**config.mk**
```make
export PLATFORM = sky130hd
export DESIGN_NAME = blkcopy_dma
export DESIGN_NICKNAME = d
export VERILOG_FILES = /design/src/rtl/bcd_pkg.sv /design/src/rtl/bcd_addr_ctr.sv /design/src/rtl/bcd_seq.sv /design/src/rtl/blkcopy_dma.sv
export SDC_FILE = /design/constraint.sdc
export NUM_CORES = 1
export LEC_CHECK = 0
export ABC_AREA = 1
export ABC_CLOCK_PERIOD_IN_PS = 2600
export BUFFER_PORTS_ARGS = -buffer_cell sky130_fd_sc_hd__buf_2
export CAP_MARGIN = 15
export CORE_MARGIN = 3
export CORE_UTILIZATION = 40
export CTS_BUF_LIST = sky130_fd_sc_hd__clkbuf_8
export CTS_CLUSTER_SIZE = 20
export DETAILED_ROUTE_END_ITERATION = 8
export PLACE_DENSITY = 0.65
export SLEW_MARGIN = 40
export SYNTH_ARGS = -nofsm -noshare
export SYNTH_HDL_FRONTEND = slang
export SYNTH_SLANG_ARGS = --single-unit
```
**constraint.sdc**
```tcl
create_clock -name clk -period 2.6 [get_ports clk]
set_input_delay 0.52 -clock clk [delete_from_list [all_inputs] [get_ports clk]]
set_output_delay 0.52 -clock clk [all_outputs]
set_load 0.05 [all_outputs]
```
**src/rtl/bcd_pkg.sv**
```systemverilog
package bcd_pkg;

  typedef enum logic [1:0] {
    ST_IDLE = 2'd0,
    ST_RD   = 2'd1,
    ST_WR   = 2'd2
  } seq_state_e;

  localparam logic [1:0] SEL_SRC  = 2'd0;
  localparam logic [1:0] SEL_DST  = 2'd1;
  localparam logic [1:0] SEL_CTRL = 2'd2;
  localparam logic [1:0] SEL_CFG  = 2'd3;

  // byte step for a width code; the spare code behaves as a full word
  function automatic logic [2:0] step_bytes(input logic [1:0] wcode);
    case (wcode)
      2'd0:    step_bytes = 3'd1;
      2'd1:    step_bytes = 3'd2;
      default: step_bytes = 3'd4;
    endcase
  endfunction

endpackage

```
**src/rtl/bcd_addr_ctr.sv**
```systemverilog
module bcd_addr_ctr
  import bcd_pkg::*;
#(
  parameter int AW = 32
) (
  input  logic          clk,
  input  logic          rst,
  input  logic          load,
  input  logic [AW-1:0] load_val,
  input  logic          adv,
  input  logic          inc_en,
  input  logic [1:0]    wcode,
  output logic [AW-1:0] addr
);

  always_ff @(posedge clk) begin
    if (rst) begin
      addr <= '0;
    end else if (load) begin
      addr <= load_val;
    end else if (adv && inc_en) begin
      addr <= addr + AW'(step_bytes(wcode));
    end
  end

endmodule

```
**src/rtl/bcd_seq.sv**
```systemverilog
module bcd_seq
  import bcd_pkg::*;
#(
  parameter int CNT_W = 12,
  parameter int DW    = 32
) (
  input  logic             clk,
  input  logic             rst,
  input  logic             start,
  input  logic [CNT_W-1:0] cnt_init,
  input  logic             gnt,
  input  logic             bus_err,
  input  logic [DW-1:0]    rdata,
  output seq_state_e       state,
  output logic             rd_fire,
  output logic             wr_fire,
  output logic [CNT_W-1:0] cnt_left,
  output logic             en,
  output logic             done,
  output logic             err,
  output logic [DW-1:0]    hold
);

  localparam logic [CNT_W-1:0] ONE = CNT_W'(1);

  assign rd_fire = (state == ST_RD) && gnt && !bus_err;
  assign wr_fire = (state == ST_WR) && gnt && !bus_err;

  always_ff @(posedge clk) begin
    if (rst) begin
      state    <= ST_IDLE;
      cnt_left <= '0;
      en       <= 1'b0;
      done     <= 1'b0;
      err      <= 1'b0;
    end else begin
      case (state)
        ST_IDLE: begin
          if (start) begin
            err      <= 1'b0;
            cnt_left <= cnt_init;
            if (cnt_init == '0) begin
              done <= 1'b1;
            end else begin
              done  <= 1'b0;
              en    <= 1'b1;
              state <= ST_RD;
            end
          end
        end
        ST_RD: begin
          if (gnt) begin
            if (bus_err) begin
              err   <= 1'b1;
              en    <= 1'b0;
              state <= ST_IDLE;
            end else begin
              state <= ST_WR;
            end
          end
        end
        ST_WR: begin
          if (gnt) begin
            if (bus_err) begin
              err   <= 1'b1;
              en    <= 1'b0;
              state <= ST_IDLE;
            end else begin
              cnt_left <= cnt_left - ONE;
              if (cnt_left == ONE) begin
                done  <= 1'b1;
                en    <= 1'b0;
                state <= ST_IDLE;
              end else begin
                state <= ST_RD;
              end
            end
          end
        end
        default: state <= ST_IDLE;
      endcase
    end
  end

  always_ff @(posedge clk) begin
    if (rst) begin
      hold <= '0;
    end else if (rd_fire) begin
      hold <= rdata;
    end
  end

endmodule

```
**src/rtl/blkcopy_dma.sv**
```systemverilog
module blkcopy_dma
  import bcd_pkg::*;
#(
  parameter int AW    = 32,
  parameter int DW    = 32,
  parameter int CNT_W = 12
) (
  input  logic             clk,
  input  logic             rst,
  input  logic             cfg_we,
  input  logic [1:0]       cfg_sel,
  input  logic [DW-1:0]    cfg_wdata,
  output logic             ch_en,
  output logic             xfer_done,
  output logic             xfer_err,
  output logic [CNT_W-1:0] remaining,
  output logic             m_req,
  output logic             m_we,
  output logic [AW-1:0]    m_addr,
  output logic [1:0]       m_size,
  output logic [DW-1:0]    m_wdata,
  input  logic             m_gnt,
  input  logic [DW-1:0]    m_rdata,
  input  logic             m_err
);

  localparam int SWC_LSB  = CNT_W;
  localparam int DWC_LSB  = CNT_W + 2;
  localparam int SINC_BIT = CNT_W + 4;
  localparam int DINC_BIT = CNT_W + 5;
  localparam int CTRL_W   = CNT_W + 6;
  localparam int NPORT    = 2;

  logic              wr_ok, start_go;
  logic [CTRL_W-1:0] ctrl_q;
  seq_state_e        state;
  logic              rd_fire, wr_fire, en;
  logic [CNT_W-1:0]  cnt_left;
  logic [DW-1:0]     hold;
  logic              done_q, err_q;

  logic [NPORT-1:0]    ld_v, adv_v, inc_v;
  logic [2*NPORT-1:0]  wc_v;
  logic [NPORT*AW-1:0] addr_v;
  logic [AW-1:0]       src_addr, dst_addr;

  assign wr_ok    = cfg_we && !en;
  assign start_go = wr_ok && (cfg_sel == SEL_CFG) && cfg_wdata[0];

  always_ff @(posedge clk) begin
    if (rst) begin
      ctrl_q <= '0;
    end else if (wr_ok && (cfg_sel == SEL_CTRL)) begin
      ctrl_q <= cfg_wdata[CTRL_W-1:0];
    end
  end

  // port 0 follows the source, port 1 the destination
  assign ld_v[0]  = wr_ok && (cfg_sel == SEL_SRC);
  assign ld_v[1]  = wr_ok && (cfg_sel == SEL_DST);
  assign adv_v[0] = rd_fire;
  assign adv_v[1] = wr_fire;
  assign inc_v[0] = ctrl_q[SINC_BIT];
  assign inc_v[1] = ctrl_q[DINC_BIT];
  assign wc_v[1:0] = ctrl_q[SWC_LSB +: 2];
  assign wc_v[3:2] = ctrl_q[DWC_LSB +: 2];

  for (genvar g = 0; g < NPORT; g++) begin : g_port
    bcd_addr_ctr #(.AW(AW)) u_ctr (
      .clk      (clk),
      .rst      (rst),
      .load     (ld_v[g]),
      .load_val (cfg_wdata[AW-1:0]),
      .adv      (adv_v[g]),
      .inc_en   (inc_v[g]),
      .wcode    (wc_v[2*g +: 2]),
      .addr     (addr_v[g*AW +: AW])
    );
  end

  assign src_addr = addr_v[0 +: AW];
  assign dst_addr = addr_v[AW +: AW];

  bcd_seq #(.CNT_W(CNT_W), .DW(DW)) u_seq (
    .clk      (clk),
    .rst      (rst),
    .start    (start_go),
    .cnt_init (ctrl_q[CNT_W-1:0]),
    .gnt      (m_gnt),
    .bus_err  (m_err),
    .rdata    (m_rdata),
    .state    (state),
    .rd_fire  (rd_fire),
    .wr_fire  (wr_fire),
    .cnt_left (cnt_left),
    .en       (en),
    .done     (done_q),
    .err      (err_q),
    .hold     (hold)
  );

  assign m_req     = (state != ST_IDLE);
  assign m_we      = (state == ST_WR);
  assign m_addr    = m_we ? dst_addr : src_addr;
  assign m_size    = m_we ? wc_v[3:2] : wc_v[1:0];
  assign m_wdata   = hold;
  assign ch_en     = en;
  assign xfer_done = done_q;
  assign xfer_err  = err_q;
  assign remaining = cnt_left;

endmodule

```
# Word-level counts from Yosys, hierarchy flattened
# Index checks and enable logic that the tools add are counted.
[word_totals] register_bits=131 elab_cells=105 output_inout_bits=83 in_bits=71
[classes] addsub=3 eq_ne=18 reduce_logical=31 n_mux=44
[op_table] op="32-bit 2-to-1 mux" n=5
[op_table] op="32-bit by 3-bit adder with 32-bit output" n=2
[op_table] op="12-bit 2-to-1 mux" n=3
[op_table] op="12-bit case mux with 2 select lines" n=1
[op_table] op="3-bit 2-to-1 mux" n=6
[op_table] op="1-bit 2-to-1 mux" n=16
[op_table] op="2-bit 2-to-1 mux" n=7
[op_table] op="12-bit by 1-bit equality test with 1-bit output (second input constant)" n=1
[op_table] op="1-bit logical AND" n=12
[op_table] op="12-bit zero test" n=1
[op_table] op="3-bit case mux with 2 select lines" n=2
[op_table] op="4-bit AND reduction" n=3
[op_table] op="12-bit by 1-bit subtractor with 12-bit output (second input constant)" n=1
[op_table] op="2-bit != test (second input constant)" n=5
[op_table] op="2-bit nonzero test" n=5
[op_table] op="2-bit by 1-bit equality test with 1-bit output (second input constant)" n=4
[op_table] op="2-bit zero test" n=4
[op_table] op="2-bit by 1-bit != test with 1-bit output (second input constant)" n=4
[op_table] op="7-bit AND reduction" n=1
[op_table] op="2-bit equality test (second input constant)" n=3
[op_table] op="2-bit case mux with 3 select lines" n=1
[op_table] op="5-bit AND reduction" n=1
[op_table] op="1-bit case mux with 2 select lines" n=2
[op_table] op="3-bit by 1-bit != test with 1-bit output (second input constant)" n=1
[op_table] op="4 further kinds" n=5

# Logic depth before layout (Yosys ltp)
# Gate-level depths: netlist (run 1).
[depth] word_depth=10 ltp_mapped=13 ltp_nobuf=12

# Modules after synthesis
# Synthesis (run 1) repeated with hierarchy kept, for this count alone.
[unflattened] hier_cells=1408 area_unflattened_um2=8461.9
[modules_own_cells] mod="bcd_addr_ctr (g_port[0].u_ctr)" area_each_um2=2433.6 cells_per_inst=417 n_inst=1 seq_area_each_um2=640.6
[modules_own_cells] mod="bcd_addr_ctr (g_port[1].u_ctr)" area_each_um2=2396.0 cells_per_inst=408 n_inst=1 seq_area_each_um2=640.6
[modules_own_cells] mod="bcd_seq" area_each_um2=2341.0 cells_per_inst=345 n_inst=1 seq_area_each_um2=980.9
[modules_own_cells] mod="blkcopy_dma" area_each_um2=1291.2 cells_per_inst=238 n_inst=1 seq_area_each_um2=360.3

# Least setup slack after synthesis (run 1)
# OpenSTA, ideal clock, no wires.
[synth_timing] path_kind="register to output" from="reg u_seq.state[0]" to="out m_addr[26]" stages_incl_launch_ff=6 path_slack_ns=-0.254 arrival_ns=2.334 path_buffers=2 path_cell_list="dfxtp_1 -> inv_1 -> ha_1 -> buf_4 -> clkbuf_1 -> o21ai_0"
[synth_between] elab_chain_len=2
[synth_lines] element="start, declared" line_no="bcd_seq.sv:14" text="output seq_state_e state,"
[synth_lines] element="start signal, assigned" line_no="bcd_seq.sv:31" text="state <= ST_IDLE;"
[synth_lines] element="start signal, assigned" line_no="bcd_seq.sv:47" text="state <= ST_RD;"
[synth_lines] element="start signal, assigned" line_no="bcd_seq.sv:56" text="state <= ST_IDLE;"
[synth_lines] element="2-bit equality test" line_no="blkcopy_dma.sv:103" text="assign m_we = (state == ST_WR);"
[synth_lines] element="via m_we" line_no="blkcopy_dma.sv:18" text="output logic m_we,"
[synth_lines] element="32-bit 2-to-1 mux" line_no="blkcopy_dma.sv:104" text="assign m_addr = m_we ? dst_addr : src_addr;"
[synth_lines] element="end, declared" line_no="blkcopy_dma.sv:19" text="output logic [AW-1:0] m_addr,"
# The timed path passes the listed nets, and every way through them passes these cells.

# Worst setup path in the final report (run 1)
[layout_timing] from="reg u_seq.state[0]" to="out m_addr[15]"
[layout_between] elab_chain_len=2
[layout_lines] element="2-bit equality test" line_no="blkcopy_dma.sv:103"
[layout_lines] element="32-bit 2-to-1 mux" line_no="blkcopy_dma.sv:104"
# No other way between the ends.

==> results of run 1 <==
final cells by class:
type,count,area (µm²)
clock buffers,17,234.0
inverters,153,576.8
repair buffers,167,929.6
clock inverters,15,162.7
well taps,260,325.3
fillers,2019,9713
multi-input cells,962,4517
flip-flops and latches,131,2623
timing repair:
item | in CTS | in global routing
pin swaps | 0 | 0
resized for setup | 8 | 9
cloned | 0 | 0
endpoints found under the setup margin | 6 | 8
sequential cells by signal, summed over array words and instances (netlist names):
| name | count |
|---|---|
| ctrl_q | 18 |
| u_seq.cnt_left | 12 |
| u_seq.done | 1 |
| u_seq.en | 1 |
| u_seq.err | 1 |
| g_port.u_ctr.addr | 64 |
| u_seq.hold | 32 |
| u_seq.state | 2 |
worst paths after layout:
check | cells after the start | slack [ns] | end
worst max register to register | 10 | 0.45 | g_port[1].u_ctr.addr[14]
worst max-delay path | 5 | 0.06 | m_addr[15]
worst min register to register | 2 | 0.49 | ctrl_q[11]
worst min-delay path | 3 | 0.27 | u_seq.hold[31]
power by group through the flow:
| stage | Sequential [W] | Clock [W] | Combinational (W) |
|---|---|---|---|
| 2_1_floorplan | 0.00239 | 0 | 0.000606 |
| 3_3_place_gp | 0.00226 | 0 | 0.00105 |
| 3_5_place_dp | 0.00226 | 0 | 0.00105 |
| 4_1_cts | 0.00222 | 0.00185 | 0.00106 |
| 5_1_grt | 0.00223 | 0.00193 | 0.00117 |
| 6_report | 0.00222 | 0.00183 | 0.00107 |
metal layers:
metal	GRT usage, %	part of all wire [%]
met1	33.52	45
met2	39.85	46
met3	5.490	8.2
met4	5.550	1.2
met5	0	0
worst max-delay path: stages, from the launching register on:
cell     delay (ns)
dfxtp_1        0.39
inv_1          0.10
ha_4           0.23
buf_12         0.19
o21ai_0        0.35
buf_4          0.27
Yosys cell counts, types with 12 or more instances:
library cell,n,area (µm²)
xor2_1,12,105.1
o22ai_1,31,193.9
clkbuf_1,32,120.1
nor2_1,213,799.5
o21ai_0,116,580.6
nand3_1,78,390.4
a31oi_1,20,125.1
nand2_1,339,1272
inv_1,147,551.8
a21oi_1,83,415.4
dfxtp_1,131,2623
ha_1,12,150.1
cell usage in the layout (no fill, tap or decap), types with 2 or more instances in the layout:
master / instances
nand2_1: 339
nor2_1: 213
inv_1: 147
buf_2: 141
dfxtp_1: 131
o21ai_0: 102
a21oi_1: 83
nand3_1: 78
o22ai_1: 31
a31oi_1: 20
buf_4: 18
clkbuf_8: 17
o21ai_1: 14
xor2_1: 12
ha_1: 11
nor2_2: 8
nor3_1: 8
nor2_4: 6
or2_2: 6
nand4_1: 6
inv_6: 6
o21ai_2: 5
inv_8: 5
clkbuf_4: 5
inv_2: 4
nand3_2: 3
xnor2_1: 3
nand3b_1: 2
o211ai_1: 2
fa_1: 2
clkinvlp_4: 2
buf_12: 2
cell families after synthesis:
group	after synthesis
xor gates and xnor gates	15
buffers and inverters	203
adders and majority gates	14
AOI/OAI and AO/OA	259
and+or+nand+nor	674
DFF	131
through the flow:
stage	setup WS, ns	setup TNS (ns)	util (%)
after floorplan	-0.1027	-1.718	-
after global placement	0.4526	0	46.79
after detailed placement	0.4070	0	46.79
after CTS	0.06243	0	49.00
after global routing	-0.01550	-0.02775	49.10
final	0.06125	0	49.10
==> flow_metrics.env, run 1 <==
export IMPL_yosys_warnings=0
export IMPL_fp_dieH_um=146.7
export IMPL_syn_inst=1296
export IMPL_cts_hold_buf=0
export IMPL_required_ns=2.08
export IMPL_ys_seq_elements=131
export IMPL_synth_top_family_by_area="simple AND/OR/NAND/NOR gates"
export IMPL_hold_class="in -> reg"
export IMPL_yosys_area_share_simple_pct=35.20
export IMPL_overflow=0
export IMPL_fin_crit_ns=2.539
export IMPL_avgSynthCellArea_um2=6.114
export IMPL_muxShareOfSynthArea_pct=0
export IMPL_syn2layout_area_growth_pct=18.22
export IMPL_ys_flop_type="dfxtp_1"
export IMPL_fin_crit_sh_pct=97.64
export IMPL_grt_max_degree=68
export IMPL_start_util_pct=41.53
export IMPL_comb_power_share_pct=20.9
export IMPL_worst_hold_startpoint="m_rdata[31]"
export IMPL_power_w=0.005112
export IMPL_clock_root_buffer="clkbuf_8"
export IMPL_fmax_mhz=393.9
export IMPL_numCtsBuffers=17
export IMPL_clock_sinks=131
export IMPL_placed_area_um2=8927
export IMPL_nets=1517
export IMPL_timing_rr_start="ctrl_q[15]"
export IMPL_maxSlewViolCount=0
export IMPL_critical_path_startpoint_type="register"
export IMPL_synth_cell_type_count=36
export IMPL_std_cell_rows=50
export IMPL_async_flop_share_pct=0
export IMPL_htree_levels=4
export IMPL_crit_path_end_kind="output pin"
export IMPL_internal_power_w=0.003223
export IMPL_critPathKind="reg -> out"
export IMPL_via_count=8861
export IMPL_hold_viol=0
export IMPL_drt_first_pass_iters=6
export IMPL_grt_pass1_wl_um=42300
export IMPL_num_antenna_cells=0
export IMPL_grt_use_total_pct=24.57
export IMPL_power_density_nw_per_um2=545.7
export IMPL_drt_initial_drc_count=719
export IMPL_fin_skew_ns=0.01164
export IMPL_power_frac_seq_pct=43.4
export IMPL_postRouteAntennaNets=0
export IMPL_dpl_hpwl_um=20370
export IMPL_core_area_um2=19080
export IMPL_tightest_slew_ns=0.8167
export IMPL_clock_latency_ns=0.47
export IMPL_finalNonFillerCells=1705
export IMPL_synthAdderAreaFrac_pct=2.400
export IMPL_drc=0
export IMPL_power_net_switching_w=0.001888
export IMPL_clkSlewWorstSetupHoldPaths_ns=0.09
export IMPL_die_area_um2=21530
export IMPL_synth_compound_area_share_pct=17.29
export IMPL_critical_path_arrival_ns=2.02
export IMPL_cap_violations=0
export IMPL_synth_nets=1381
export IMPL_place_congestion=0.9172
export IMPL_slew_headroom_pct=45.55
export IMPL_num_io_pins=154
export IMPL_status="finished, final reports clean"
export IMPL_p_clk_share_pct=35.7
export IMPL_routed_wl_um=27090
export IMPL_leakage_nw=4.197
export IMPL_syn_area_um2=7924
export IMPL_tritoncts="done"
export IMPL_synth_edff_count=0
export IMPL_dp_cells=1673
export IMPL_rsz0062_at_grt="true"
export IMPL_antenna_found_initial=0
export IMPL_setup_worst_path_start="u_seq.state[0]"
export IMPL_layout_drive_gt1_share_pct=16.40
export IMPL_portBuffers=153
export IMPL_ys_seq_area_share_pct=33.10
export IMPL_chipWidth_um=146.7
export IMPL_final_cell_area_um2=9368
export IMPL_routedWlPerCell_um=15.89
export IMPL_swShare_pct=36.94
export IMPL_whs_ns=0.2679
export IMPL_clock_path_buffers=2
export IMPL_final_setup_viol_count=0
export IMPL_worst_ir_drop_vdd_mv=0.3901
export IMPL_worstPathMaxFanout=53
export IMPL_vias_per_cell=5.197
export IMPL_post_cts_buffers=0
export IMPL_grt_pass1_vias=8087
export IMPL_synth_xor_area_share_pct=1.658
No activity file was read; power rests on OpenSTA's default activity.
==> inputs of run 2 (changes only) <==
--- a/config.mk
+++ b/config.mk
@@ -6,15 +6,15 @@
 export NUM_CORES = 1
 export LEC_CHECK = 0
 export ABC_AREA = 1
-export ABC_CLOCK_PERIOD_IN_PS = 2600
-export BUFFER_PORTS_ARGS = -buffer_cell sky130_fd_sc_hd__buf_2
+export ABC_CLOCK_PERIOD_IN_PS = 2500
 export CAP_MARGIN = 15
 export CORE_MARGIN = 3
-export CORE_UTILIZATION = 40
+export CORE_UTILIZATION = 35
 export CTS_BUF_LIST = sky130_fd_sc_hd__clkbuf_8
 export CTS_CLUSTER_SIZE = 20
 export DETAILED_ROUTE_END_ITERATION = 8
-export PLACE_DENSITY = 0.65
+export DONT_BUFFER_PORTS = 1
+export PLACE_DENSITY = 0.53
 export SLEW_MARGIN = 40
 export SYNTH_ARGS = -nofsm -noshare
 export SYNTH_HDL_FRONTEND = slang
==> constraint.sdc (replaced) <==
create_clock -name clk -period 2.5 [get_ports clk]
set_input_delay 0.5 -clock clk [delete_from_list [all_inputs] [get_ports clk]]
set_output_delay 0.5 -clock clk [all_outputs]
set_load 0.05 [all_outputs]
==> flow_metrics.env, run 2 (synthesis results as in run 1) <==
export IMPL_critPathKind="reg -> out"
export IMPL_grt_pass1_vias=7775
export IMPL_via_count=8443
export IMPL_fmax_mhz=413.1
export IMPL_clock_path_buffers=2
export IMPL_largest_reg_flops=64
export IMPL_clock_root_buffer="clkbuf_8"
export IMPL_tightest_slew_ns=0.6528
export IMPL_fin_crit_ns=2.421
export IMPL_mostFrequentLayoutCells="338 x nand2_1, 213 x nor2_1, 147 x inv_1"
export IMPL_pre_cts_ws_ns=0.4202
export IMPL_comb_power_share_pct=16.5
export IMPL_nets=1399
export IMPL_final_setup_viol_count=0
export IMPL_chipWidth_um=156.5
export IMPL_clkSlewWorstSetupHoldPaths_ns=0.10
export IMPL_crit_path_end_kind="output pin"
export IMPL_power_density_nw_per_um2=587.3
export IMPL_path_delay_family="compound AO/OA/AOI/OAI gates"
export IMPL_grt_use_total_pct=22.79
export IMPL_use_met2_pct=35.31
export IMPL_drt_first_pass_iters=5
export IMPL_vias_per_cell=5.254
export IMPL_leakage_nw=3.678
export IMPL_critical_path_arrival_ns=1.92
export IMPL_post_cts_buffers=0
export IMPL_final_common_cell="nand2_1"
export IMPL_hold_viol=0
export IMPL_antenna_found_initial=1
export IMPL_std_cell_rows=54
export IMPL_power_w=0.005230
export IMPL_portBuffers=0
export IMPL_busiest_layer="met2"
export IMPL_setup_tns_ns=0
export IMPL_cts_hold_buf=0
export IMPL_worstPathMaxFanout=39
export IMPL_drt_initial_drc_count=652
export IMPL_numCtsBuffers=17
export IMPL_internal_power_w=0.003324
export IMPL_routed_wl_um=28790
export IMPL_crit_buf_inv=2
export IMPL_postRouteAntennaNets=0
export IMPL_hold_class="in -> reg"
export IMPL_cap_violations=0
export IMPL_use_met3_pct=5.835
export IMPL_power_frac_seq_pct=46.8
export IMPL_grt_max_degree=81
export IMPL_core_area_um2=22030
export IMPL_finish_utilization_pct=40.43
export IMPL_path_cells="inv_1 -> ha_4 -> clkbuf_16 -> o21ai_2"
export IMPL_fin_skew_ns=0.02311
export IMPL_clock_latency_ns=0.46
export IMPL_overflow=0
export IMPL_htree_levels=4
export IMPL_fp_dieH_um=156.5
export IMPL_crit_path_top_delay_cell="o21ai_2"
export IMPL_swShare_pct=36.44
export IMPL_routedWlPerCell_um=17.92
export IMPL_required_ns=2.00
export IMPL_status="finished, final reports clean"
export IMPL_tritoncts="done"
export IMPL_grt_pass1_wl_um=43480
export IMPL_critical_path_startpoint_type="register"
export IMPL_worst_ir_drop_vdd_mv=0.3163
export IMPL_syn2layout_area_growth_pct=12.38
export IMPL_maxSlewViolCount=0
export IMPL_rsz0062_at_grt="true"
export IMPL_gr_usage_met1_pct=31.06
export IMPL_fin_crit_sh_pct=96.82
export IMPL_reg_top3="g_port.u_ctr.addr: 64 flops, u_seq.hold: 32 flops, ctrl_q: 18 flops"
export IMPL_dpl_hpwl_um=21300
export IMPL_critPathMaxStageDelay_ns=0.53
export IMPL_drc=0
export IMPL_die_area_um2=24480
export IMPL_layout_drive_gt1_share_pct=9.043
export IMPL_num_antenna_cells=0
export IMPL_num_io_pins=154
export IMPL_clock_sinks=131
export IMPL_top_register="g_port.u_ctr.addr"
export IMPL_start_util_pct=35.97
export IMPL_finalWorstSetupSlack_ns=0.07946
export IMPL_p_clk_share_pct=36.6
export IMPL_place_congestion=0.9109
export IMPL_power_net_switching_w=0.001906
export IMPL_slew_headroom_pct=56.42
run 2: cell types whose count changed in the layout (fill, tap and decap cells not counted), moves of 5 or more:
| cell | previous run | this run |
|---|---|---|
| clkbuf_4 | 5 | 0 |
| buf_2 | 141 | 0 |
| o21ai_0 | 102 | 87 |
| buf_4 | 18 | 40 |
| o21ai_1 | 14 | 29 |
| buf_6 | 1 | 7 |
run 2: stage by stage:
stage,hold slack [ns],instances,instance area [µm²]
after CTS,0.06948,1606,8865
after global placement,0.4640,1574,8439
final,0.08791,1607,8905
after floorplan,0.4438,1296,7945
after detailed placement,0.4696,1574,8439
after global routing,0.05980,1607,8905
run 2: path summary, 6_finish.rpt:
kind / depth (start not counted) / endpoint / slack, ns / startpoint
worst max-delay path: 4 / m_addr[30] / 0.08 / u_seq.state[0]
worst min-delay path: 1 / u_seq.cnt_left[11] / 0.09 / rst
worst max register to register: 12 / g_port[0].u_ctr.addr[22] / 0.38 / ctrl_q[13]
worst min register to register: 2 / ctrl_q[0] / 0.49 / ctrl_q[0]
run 2: metal layers:
metal  part of all wire [%]  up-vias
met1                     45     3867
li1                       -     4199
met4                    2.5        2
met5                  0.045        -
met2                     45      333
met3                    8.1       42
run 2: power groups by stage:
stage	clock network, W	logic, W	registers [W]
after floorplan	0	0.000630	0.00249
after global placement	0	0.000849	0.00250
after detailed placement	0	0.000852	0.00250
after CTS	0.00195	0.000857	0.00245
after global routing	0.00205	0.000969	0.00247
final	0.00192	0.000864	0.00245
run 2: what timing repair did:
item,CTS,global route
hold endpoints to repair,0,0
gates resized for setup,5,4
cloned,0,1
setup endpoints to repair,4,29
run 2: worst reg2reg max path, stage by stage (launching register included):
cell     delay (ns)
dfxtp_1        0.37
nor2_1         0.13
ha_1           0.26
fa_1           0.22
nand2_1        0.07
nand2_1        0.14
nand2_1        0.14
nor2_2         0.31
nand2_1        0.09
nand2_1        0.07
nand2_1        0.05
a21oi_1        0.13
nor2_1         0.06
run 2: area by class of cell:
type                    count  area [µm²]
inverters                 153       576.8
clock buffers              18       247.7
multi-input cells         962        4519
well taps                 280       350.3
repair buffers             49       431.7
flip-flops and latches    131        2623
fillers                  2404       13120
clock inverters            14       156.4
==> inputs of run 3 (changes only) <==
--- a/config.mk
+++ b/config.mk
@@ -6,7 +6,7 @@
 export NUM_CORES = 1
 export LEC_CHECK = 0
 export ABC_AREA = 1
-export ABC_CLOCK_PERIOD_IN_PS = 2500
+export ABC_CLOCK_PERIOD_IN_PS = 2200
 export CAP_MARGIN = 15
 export CORE_MARGIN = 3
 export CORE_UTILIZATION = 35
@@ -14,7 +14,7 @@
 export CTS_CLUSTER_SIZE = 20
 export DETAILED_ROUTE_END_ITERATION = 8
 export DONT_BUFFER_PORTS = 1
-export PLACE_DENSITY = 0.53
+export PLACE_DENSITY = 0.55
 export SLEW_MARGIN = 40
 export SYNTH_ARGS = -nofsm -noshare
 export SYNTH_HDL_FRONTEND = slang
==> constraint.sdc (replaced) <==
create_clock -name clk -period 2.2 [get_ports clk]
set_input_delay 0.44 -clock clk [delete_from_list [all_inputs] [get_ports clk]]
set_output_delay 0.44 -clock clk [all_outputs]
set_load 0.05 [all_outputs]
==> flow_metrics.env, run 3 (synthesis results as in run 1) <==
export IMPL_clkSlewWorstSetupHoldPaths_ns=0.09
export IMPL_mostFrequentLayoutCells="322 x nand2_1, 212 x nor2_1, 145 x inv_1"
export IMPL_clock_root_buffer="clkbuf_8"
export IMPL_critical_path_arrival_ns=1.75
export IMPL_routedWlPerCell_um=17.80
export IMPL_tritoncts="done"
export IMPL_fin_crit_ns=2.193
export IMPL_die_area_um2=24480
export IMPL_chipWidth_um=156.5
export IMPL_setup_tns_ns=0
export IMPL_nets=1420
export IMPL_critPathMaxStageDelay_ns=0.34
export IMPL_worstPathMaxFanout=7
export IMPL_drt_first_pass_iters=5
export IMPL_grt_pass1_vias=8248
export IMPL_htree_levels=4
export IMPL_fin_crit_sh_pct=99.67
export IMPL_required_ns=1.76
export IMPL_grt_pass1_wl_um=45250
export IMPL_n_fill_cell=2378
export IMPL_finalWorstSetupSlack_ns=0.007199
export IMPL_fp_dieH_um=156.5
export IMPL_via_count=8550
export IMPL_path_cells="inv_2 -> ha_4 -> buf_12 -> buf_16 -> o21ai_4 -> buf_6"
export IMPL_path_depth=6
export IMPL_ff2ff_path_depth=11
export IMPL_overflow=0
export IMPL_tightest_slew_ns=0.6321
export IMPL_crit_path_top_delay_cell="dfxtp_2"
export IMPL_num_antenna_cells=0
export IMPL_grt_use_total_pct=23.58
export IMPL_slew_headroom_pct=57.80
export IMPL_layout_drive_gt1_share_pct=13.95
export IMPL_portBuffers=0
export IMPL_cts_hold_buf=0
export IMPL_vias_per_cell=5.252
export IMPL_cap_violations=0
export IMPL_place_congestion=0.8818
export IMPL_status="finished, final reports clean"
export IMPL_leakage_nw=3.978
export IMPL_num_io_pins=154
export IMPL_final_setup_viol_count=0
export IMPL_path_delay_family="buffers and inverters"
export IMPL_reg_top3="g_port.u_ctr.addr: 64 flops, u_seq.hold: 32 flops, ctrl_q: 18 flops"
export IMPL_start_util_pct=35.97
export IMPL_routed_wl_um=28990
export IMPL_crit_buf_inv=4
export IMPL_drc=0
export IMPL_clock_sinks=131
export IMPL_postRouteAntennaNets=0
export IMPL_power_density_nw_per_um2=637.3
export IMPL_top_register="g_port.u_ctr.addr"
export IMPL_antenna_found_initial=0
export IMPL_std_cell_rows=54
export IMPL_fmax_mhz=456.0
export IMPL_dpl_hpwl_um=20960
export IMPL_critical_path_startpoint_type="register"
export IMPL_grt_max_degree=69
export IMPL_crit_path_end_kind="output pin"
export IMPL_clock_latency_ns=0.46
export IMPL_core_area_um2=22030
export IMPL_maxSlewViolCount=0
export IMPL_numCtsBuffers=17
export IMPL_worst_ir_drop_vdd_mv=0.3148
export IMPL_hold_viol=0
export IMPL_rsz0062_at_grt="true"
export IMPL_hold_class="in -> reg"
export IMPL_final_common_cell="nand2_1"
export IMPL_min_delay_path_depth=1
export IMPL_pre_cts_ws_ns=0.1757
export IMPL_drt_initial_drc_count=716
export IMPL_critPathKind="reg -> out"
export IMPL_clock_path_buffers=2
export IMPL_fin_skew_ns=0.01962
export IMPL_largest_reg_flops=64
export IMPL_syn2layout_area_growth_pct=20.97
-- run 3: per-layer routing --
layer	share of wire [%]	GRT usage, %	vias to the layer above
met5	0	0	-
met4	2.5	7.962	0
met3	8.7	6.748	40
met2	45	36.89	321
met1	44	31.26	3944
li1	-	-	4245
-- run 3: final timing paths --
check | start | endpoint | slack (ns)
min reg2reg | ctrl_q[0] | ctrl_q[0] | 0.50
max reg2reg | u_seq.state[0] | g_port[0].u_ctr.addr[20] | 0.12
max | u_seq.state[0] | m_addr[8] | 0.007
min | rst | u_seq.state[1] | 0.03
-- run 3: report_power, final --
part | total (W) | leakage [nW] | internal (W) | switching, W
Clock | 0.00226 | 0.217 | 0.00107 | 0.00119
Sequential | 0.00275 | 1.06 | 0.00250 | 0.000250
Combinational | 0.00110 | 2.70 | 0.000359 | 0.000743
Total | 0.00611 | 3.98 | 0.00392 | 0.00219
-- run 3: final cells by class --
class / count / area [µm²] / area share, %
Clock buffer: 17 / 234.0 / 2.441
Clock inverter: 15 / 185.2 / 1.932
Inverter: 153 / 576.8 / 6.017
Multi-Input combinational cell: 962 / 4800 / 50.07
Sequential cell: 131 / 2626 / 27.40
Tap cell: 280 / 350.3 / 3.655
Timing Repair Buffer: 70 / 813.3 / 8.485
-- run 3: worst register-to-register path: cells and delay by family, from the launching register on --
kind / cells / cell delay (ns)
and+or+nand+nor: 5 / 1.01
DFF: 1 / 0.34
buffers and inverters: 4 / 0.33
adders and majority gates: 1 / 0.17
AOI/OAI and AO/OA: 1 / 0.15
-- run 3: through the flow --
step / area (µm²) / hold slack (ns) / util (%) / power (W) / cells
floorplan: 8051 / 0.4438 / - / 0.003551 / 1296
global placement: 8615 / 0.4670 / 39.11 / 0.003824 / 1582
detailed placement: 8615 / 0.4734 / 39.11 / 0.003831 / 1582
CTS: 9444 / 0.007222 / 42.88 / 0.006131 / 1625
global route: 9585 / 0.009784 / 43.52 / 0.006402 / 1628
finish: 9585 / 0.03206 / 43.52 / 0.006109 / 1628
-- run 3: what timing repair did --
item | 4_1_cts | 5_1_grt
pin swaps | 4 | 7
gates cloned | 4 | 2
resized for setup | 57 | 27
setup buffers | 8 | 2
endpoints found under the hold margin | 0 | 0
endpoints found under the setup margin | 34 | 41
